File: src/rtl/vnet_pkg.sv
package vnet_pkg;
  localparam int unsigned NUM_VNETS = 3;
  localparam int unsigned SIZE_W    = 7;

  localparam logic [SIZE_W-1:0] CTRL_BYTES = 7'd8;
  localparam logic [SIZE_W-1:0] DATA_BYTES = 7'd72;

  typedef enum logic [1:0] {
    KIND_LOAD  = 2'd0,
    KIND_FETCH = 2'd1,
    KIND_STORE = 2'd2,
    KIND_RSVD  = 2'd3
  } req_kind_e;

  function automatic logic [NUM_VNETS-1:0] kind_to_vnet(req_kind_e kind);
    case (kind)
      KIND_LOAD:  return 3'b001;
      KIND_FETCH: return 3'b010;
      KIND_STORE: return 3'b100;
      default:    return 3'b000;
    endcase
  endfunction
endpackage

File: src/rtl/vnet_dir_map.sv
module vnet_dir_map #(
  parameter int unsigned ADDR_W     = 32,
  parameter int unsigned LINE_BYTES = 64,
  parameter int unsigned MAP_BITS   = 8,
  parameter int unsigned NUM_DIRS   = 4,
  parameter int unsigned DEST_W     = 2
) (
  input  logic [ADDR_W-1:0] addr_i,
  output logic [DEST_W-1:0] dest_o
);
  localparam int unsigned OFF_W = $clog2(LINE_BYTES);

  logic [MAP_BITS-1:0] field;
  logic                unused_addr;

  assign field       = addr_i[OFF_W +: MAP_BITS];
  assign unused_addr = ^{addr_i[OFF_W-1:0], addr_i[ADDR_W-1:OFF_W+MAP_BITS]};
  assign dest_o      = DEST_W'(field % MAP_BITS'(NUM_DIRS));
endmodule

File: src/rtl/vnet_source.sv
module vnet_source
  import vnet_pkg::*;
(
  input  logic                  req_valid_i,
  input  logic [1:0]            req_kind_i,
  output logic                  req_ready_o,
  output logic                  req_hit_o,
  output logic [NUM_VNETS-1:0]  tx_valid_o,
  input  logic [NUM_VNETS-1:0]  tx_ready_i,
  output logic [SIZE_W-1:0]     tx_size_o
);
  req_kind_e             kind;
  logic [NUM_VNETS-1:0]  sel;

  assign kind = req_kind_e'(req_kind_i);
  assign sel  = kind_to_vnet(kind);

  // reserved kind: accepted and dropped
  assign req_ready_o = (kind == KIND_RSVD) ? 1'b1 : |(sel & tx_ready_i);
  assign req_hit_o   = req_valid_i & req_ready_o;
  assign tx_valid_o  = req_valid_i ? sel : '0;
  assign tx_size_o   = (kind == KIND_STORE) ? DATA_BYTES : CTRL_BYTES;
endmodule

File: src/rtl/vnet_sink.sv
module vnet_sink #(
  parameter int unsigned NUM_VNETS = 3,
  parameter int unsigned CNT_W     = 16
) (
  input  logic                       clk_i,
  input  logic                       rst_ni,
  input  logic [NUM_VNETS-1:0]       valid_i,
  output logic [NUM_VNETS-1:0]       ready_o,
  output logic [NUM_VNETS*CNT_W-1:0] count_o
);
  localparam logic [CNT_W-1:0] CNT_MAX = '1;

  assign ready_o = '1;

  for (genvar v = 0; v < NUM_VNETS; v++) begin : g_vnet
    logic [CNT_W-1:0] cnt_q;

    always_ff @(posedge clk_i or negedge rst_ni) begin
      if (!rst_ni)                          cnt_q <= '0;
      else if (valid_i[v] && cnt_q != CNT_MAX) cnt_q <= cnt_q + 1'b1;
    end

    assign count_o[v*CNT_W +: CNT_W] = cnt_q;

    assert_count_step_R7: assert property (@(posedge clk_i) disable iff (!rst_ni)
      (valid_i[v] && count_o[v*CNT_W +: CNT_W] != CNT_MAX)
        |=> count_o[v*CNT_W +: CNT_W] == $past(count_o[v*CNT_W +: CNT_W]) + 1'b1);

    assert_count_hold_R8: assert property (@(posedge clk_i) disable iff (!rst_ni)
      (!valid_i[v] || count_o[v*CNT_W +: CNT_W] == CNT_MAX) |=> $stable(count_o[v*CNT_W +: CNT_W]));
  end

  assert_ready_R7: assert property (@(posedge clk_i) disable iff (!rst_ni) &ready_o);
endmodule

File: src/rtl/vnet_traffic_top.sv
module vnet_traffic_top
  import vnet_pkg::*;
#(
  parameter int unsigned ADDR_W     = 32,
  parameter int unsigned LINE_BYTES = 64,
  parameter int unsigned MAP_BITS   = 8,
  parameter int unsigned NUM_DIRS   = 4,
  parameter int unsigned CNT_W      = 16,
  localparam int unsigned DEST_W    = (NUM_DIRS > 1) ? $clog2(NUM_DIRS) : 1
) (
  input  logic                       clk_i,
  input  logic                       rst_ni,
  input  logic                       req_valid_i,
  input  logic [1:0]                 req_kind_i,
  input  logic [ADDR_W-1:0]          req_addr_i,
  output logic                       req_ready_o,
  output logic                       req_hit_o,
  output logic [2:0]                 tx_valid_o,
  input  logic [2:0]                 tx_ready_i,
  output logic [DEST_W-1:0]          tx_dest_o,
  output logic [6:0]                 tx_size_o,
  input  logic [2:0]                 rx_valid_i,
  output logic [2:0]                 rx_ready_o,
  output logic [3*CNT_W-1:0]         rx_count_o
);
  vnet_source i_source (
    .req_valid_i (req_valid_i),
    .req_kind_i  (req_kind_i),
    .req_ready_o (req_ready_o),
    .req_hit_o   (req_hit_o),
    .tx_valid_o  (tx_valid_o),
    .tx_ready_i  (tx_ready_i),
    .tx_size_o   (tx_size_o)
  );

  vnet_dir_map #(
    .ADDR_W     (ADDR_W),
    .LINE_BYTES (LINE_BYTES),
    .MAP_BITS   (MAP_BITS),
    .NUM_DIRS   (NUM_DIRS),
    .DEST_W     (DEST_W)
  ) i_dir_map (
    .addr_i (req_addr_i),
    .dest_o (tx_dest_o)
  );

  vnet_sink #(
    .NUM_VNETS (NUM_VNETS),
    .CNT_W     (CNT_W)
  ) i_sink (
    .clk_i   (clk_i),
    .rst_ni  (rst_ni),
    .valid_i (rx_valid_i),
    .ready_o (rx_ready_o),
    .count_o (rx_count_o)
  );

  assert_one_vnet_R4: assert property (@(posedge clk_i) disable iff (!rst_ni)
    $onehot0(tx_valid_o));

  assert_ready_follows_R4: assert property (@(posedge clk_i) disable iff (!rst_ni)
    (req_valid_i && req_kind_i != 2'd3) |-> (req_ready_o == |(tx_valid_o & tx_ready_i)));

  assert_load_R1: assert property (@(posedge clk_i) disable iff (!rst_ni)
    (req_valid_i && req_kind_i == 2'd0) |-> (tx_valid_o == 3'b001 && tx_size_o == 7'd8));

  assert_fetch_R2: assert property (@(posedge clk_i) disable iff (!rst_ni)
    (req_valid_i && req_kind_i == 2'd1) |-> (tx_valid_o == 3'b010 && tx_size_o == 7'd8));

  assert_store_size_R3: assert property (@(posedge clk_i) disable iff (!rst_ni)
    tx_valid_o[2] |-> tx_size_o == 7'd72);

  assert_dest_range_R5: assert property (@(posedge clk_i) disable iff (!rst_ni)
    (|tx_valid_o) |-> ({1'b0, tx_dest_o} < (DEST_W+1)'(NUM_DIRS)));

  assert_rsvd_silent_R6: assert property (@(posedge clk_i) disable iff (!rst_ni)
    (req_valid_i && req_kind_i == 2'd3) |-> (tx_valid_o == 3'b000 && req_hit_o));
endmodule

File: config.mk
export PLATFORM = sky130hd
export DESIGN_NAME = vnet_traffic_top
export DESIGN_NICKNAME = d
export VERILOG_FILES = /design/src/rtl/vnet_pkg.sv /design/src/rtl/vnet_dir_map.sv /design/src/rtl/vnet_source.sv /design/src/rtl/vnet_sink.sv /design/src/rtl/vnet_traffic_top.sv
export SDC_FILE = /design/constraint.sdc
export NUM_CORES = 1
export LEC_CHECK = 0
export ABC_AREA = 1
export BUFFER_PORTS_ARGS = -buffer_cell sky130_fd_sc_hd__clkbuf_2
export CORE_MARGIN = 4
export CORE_UTILIZATION = 51
export DETAILED_ROUTE_END_ITERATION = 10
export PLACE_DENSITY_LB_ADDON = 0.2
export SYNTH_ARGS = -nofsm -noshare
export SYNTH_HDL_FRONTEND = slang
export SYNTH_SLANG_ARGS = --single-unit
File: constraint.sdc
create_clock -name clk_i -period 1.62 [get_ports clk_i]
set_input_delay 0.081 -clock clk_i [delete_from_list [all_inputs] [get_ports clk_i]]
set_output_delay 0.081 -clock clk_i [all_outputs]
set_load 0.02 [all_outputs]
; Word-level counts from Yosys, hierarchy flattened
; Cells that the tools add are included.
[word_totals]
elab_cells = 23
inputBits = 43
out_inout_bits = 65
register_bits = 48
[classes]
mux = 4
bitwise = 2
n_eq_ne = 6
n_reduce_logical = 5
n_addsub = 3
[op_table]
columns = operator, n
row1 = $add 16x1->16 const B, 3
row2 = $ne 16x16->1 const B, 3
row3 = $pmux 3 s3, 1
row4 = $mux 7, 1
row5 = $eq 2x2->1 const B, 2
row6 = $and 3x3->3, 1
row7 = $logic_and 1x1->1, 3
row8 = $mux 3, 1
row9 = $reduce_or 3->1, 1
row10 = $eq 2x1->1 const B, 1
row11 = $logic_not 2->1, 1
row12 = $and 1x1->1, 1
row13 = $mux 1, 1

; Depth between registers and ports, before layout
[logic_depth]
depth_word = 6
mapped_depth = 10
depth_no_buf = 10

; Hierarchy
; Synthesis repeated with hierarchy kept, for this count alone.
[hier_totals]
hier_cells = 463
hier_area_um2 = 3220.6
[by_module_without_submodules]
columns = mod, area_each_um2, n_inst, cells_per_inst, seq_area_each_um2
row1 = vnet_sink, 3075.4, 1, 438, 1201.2
row2 = vnet_source, 130.1, 1, 23, 0.0
row3 = vnet_dir_map, 15.0, 1, 2, 0.0

; Worst setup path after synthesis
; OpenSTA, ideal clock, no wires.
[synth_timing]
path_kind = register -> register
start = reg i_sink.g_vnet[0].cnt_q[0]
end = reg i_sink.g_vnet[0].cnt_q[3]
t_arrival_ps = 1487
period_less_slack_ps = 1561
setup_ps = 74
path_buffers = 1
path_slack_ps = 59
required_time_ps = 1546
path_stages_with_launch = 10
path_cell_list = dfrtp_1 -> ha_1 -> nand3_1 -> inv_1 -> nand2_2 -> nor2_1 -> nor2_1 -> buf_6 -> nand2_1 -> o21ai_2
[synth_between]
elab_chain_cells = 2
word_cells_on_any_way = 3
cone_classes = add/sub: 1 / eq/ne: 1 / reduce/logical: 1
[synth_lines]
columns = item, line_no
row1 = from (decl), vnet_sink.sv:16  ; logic [CNT_W-1:0] cnt_q;
row2 = from (signal assigned), vnet_sink.sv:20  ; else if (valid_i[v] && cnt_q != CNT_MAX) cnt_q <= cnt_q + 1'b1;
row3 = "parallel branches: the longest is 2 deep, another holds $add 16x1->16", --
; Several ways; the timed one is not identified.
; A chain may end at the register's enable or synchronous reset.

; Worst setup path after layout
[layout_timing]
start = reg i_sink.g_vnet[2].cnt_q[1]
end = reg i_sink.g_vnet[2].cnt_q[14]
[layout_between]
elab_chain_cells = 2
word_cells_on_any_way = 3
cone_classes = add/sub: 1 / eq/ne: 1 / reduce/logical: 1
[layout_lines]
columns = item, line_no
row1 = from (decl), vnet_sink.sv:16
row2 = from (signal assigned), vnet_sink.sv:20
row3 = "parallel branches: the longest is 2 deep, another holds $add 16x1->16", --
; Several ways; the timed one is not identified.

==> results.toml <==
[outcome]
status = "finished clean"

[logic_synthesis]
async_flop_share_pct = 100
synth_area_sq_um = 3140
ys_ff_latch = 48
synth_edf_count = 0
syn_avg_cell_area_sq_um = 6.95
post_synth_num_cell_types = 29
synth_cells = 451
ys_seq_area_share_pct = 38.3
yosysWarnings = 0
ys.flop_type = "dfrtp_1"

[drt]
drcViolationCount = 0
ant_nets = 0
first_pass_iters = 5
num_vias = 2960
avgRoutedWirePerCell_um = 11.4
wl_mm = 6.85
drt_iter0_markers = 108
routed_via_density = 4.91

[setup_path]
r2r-start = "i_sink.g_vnet[2].cnt_q[1]"
critPathBufInv = 1
crit_chain = "ha_2 > nand3_1 > nor2_2 > nand2_1 > nor2_1 > nand3_1 > nand2_1 > inv_1"
crit_path_start_kind = "flip-flop"
crit_slowest_cell = "dfrtp_1"
path_class = "reg2reg"
startpoint = "i_sink.g_vnet[2].cnt_q[1]"
cpPeakStageDelay_ns = 0.40
required_ns = 1.82
endpoint_kind = "flip-flop"
crit_cells = 8
worstPathMaxFanout = 5
arrival_ns = 1.69
critPathTopFamily = "simple AND/OR/NAND/NOR gates"
rr_worst_depth = 8

[final_layout]
fin_nets = 574
final_common_cell = "nand2_1"
final_cells = 603
drive_gt1_share_pct = 22.5
area_delta_synth_final_pct = 17.4
largest_reg_flops = 48
diodes = 0
mostFrequentLayoutCells = "167 x nand2_1, 64 x clkbuf_2, 49 x inv_1"
top_register = "i_sink.g_vnet.cnt_q"
postLayoutCoreUtil_pct = 61.8
reg_top3 = "i_sink.g_vnet.cnt_q (48)"

[clocking]
cts_tree = "yes"
clk_latency_ns = 0.30
cts_buffers = 5
cts_root_buffer = "clkbuf_8"
cts.sinks = 48
cts_max_path_buffers = 2
h-tree-depth = 2
clk_pin_slew_ns = 0.09

[floorplan]
die_x_um = 86.4
dieHeight_um = 86.4
io_pins = 108
die_area_sq_um = 7470
num_rows = 28
core_sq_um = 5960
initial_utilization_pct = 52.6

[place]
port_buffers = 64
numPlacedInstances = 594
hpwl_mm = 5.28
gp_congestion = 0.837

[grt]
grt_overflow = 0
grt_pass1_wl_mm = 11.7
grt_use_met1_pct = 23.9
globalRoute.busiestLayer = "met2"
use_met2_pct = 33.2
track_usage_pct = 19.2
grt_max_degree = 49
grt_pass1_vias = 2723
antenna_found_initial = 0
grtUsageMet3_pct = 3.80

[sta]
setup-tns-final_ns = 0
finalHoldViolCount = 0
setup_viol = 0
finalCritPeriodShare_pct = 91.6
whs_ns = 0.106
drv_slew = 0
finClkSkew_ns = 0.00827
rsz0062_at_grt = "false"
layout_min_cycle_time_ns = 1.48
clock.fmax_mhz = 674

[worst_hold_path]
holdCritPathClass = "in2reg"
hold_depth = 3
min_from = "rx_valid_i[2]"

[job]
drv_cap = 0

[power]
power_density_nw_per_um2 = 961
p_leak_uw = 0.00186
vdd_ir_drop_max_v = 0.000641
[cell type report]
| type | instances | area (sq um) |
|---|---|---|
| clock buffer | 7 | 96.3 |
| inverter | 53 | 203 |
| timing repair buffer | 75 | 418 |
| sequential | 48 | 1200 |
| fill | 543 | 2270 |
| multi-input combinational | 345 | 1670 |
| tap | 75 | 93.8 |
[power breakdown]
part	switching, uW	total (uW)	internal (uW)
clock	404	785	381
sequential	251	1630	1380
combinational	702	1120	417
total	1360	3540	2180
[worst min-delay path, delay by kind of cell]
kind	cells	cell delay, ns
compound gates	1	0.05
buf+inv	1	0.14
simple gates	1	0.10
[path summary, 6_finish.rpt]
kind                                         endpoint  slack [ns]
setup / recovery           i_sink.g_vnet[2].cnt_q[14]        0.14
setup reg to reg           i_sink.g_vnet[2].cnt_q[14]        0.14
hold / removal              i_sink.g_vnet[2].cnt_q[2]        0.11
min in group asynchronous   i_sink.g_vnet[2].cnt_q[6]        0.27
max in group asynchronous  i_sink.g_vnet[0].cnt_q[11]        1.09
hold reg to reg             i_sink.g_vnet[2].cnt_q[1]        0.55
[Yosys cell counts (all sizes together) (2+ instances only)]
cell type | number | area (sq um)
conb | 2 | 7.51
nand4 | 19 | 119
dfrtp | 48 | 1200
a21oi | 2 | 10.0
xnor2 | 8 | 70.1
buf | 12 | 93.8
nand3b | 6 | 45.0
ha | 3 | 37.5
nand3 | 23 | 115
o21ai | 21 | 124
xor2 | 5 | 43.8
nand2 | 180 | 737
inv | 52 | 198
nor2 | 61 | 279
nor3 | 6 | 35.0
[routing by layer]
layer  vias up  share of wire (%)
met4         0                1.2
met5         -                  0
met2        61                 49
li1       1549                  -
met1      1344                 45
met3         6                4.3
[cells by family after synthesis]
group / share of synthesized area, %
fa+ha+maj: 1.20
other cells: 0.240
xor+xnor: 3.63
simple gates: 42.6
compound gates: 4.55
buf+inv: 9.46
flops: 38.3
[metrics by stage]
stage | setup slack [ns] | cell area (sq um) | power [uW]
final | 0.136 | 3680 | 3540
after global routing | 0.000770 | 3680 | 3780
after CTS | 0.0881 | 3670 | 3570
after detailed placement | 0.105 | 3560 | 2770
after global placement | 0.130 | 3560 | 2750
after floorplan | 0.0589 | 3160 | 2370
[timing repair]
| action | in CTS | in global routing |
|---|---|---|
| endpoints found under the setup margin | 0 | 10 |
| hold buffers | 1 | 0 |
| setup buffers | 0 | 1 |
| endpoints found under the hold margin | 48 | 0 |
| gates resized for setup | 0 | 2 |
No activity file was read; power rests on OpenSTA's default activity.
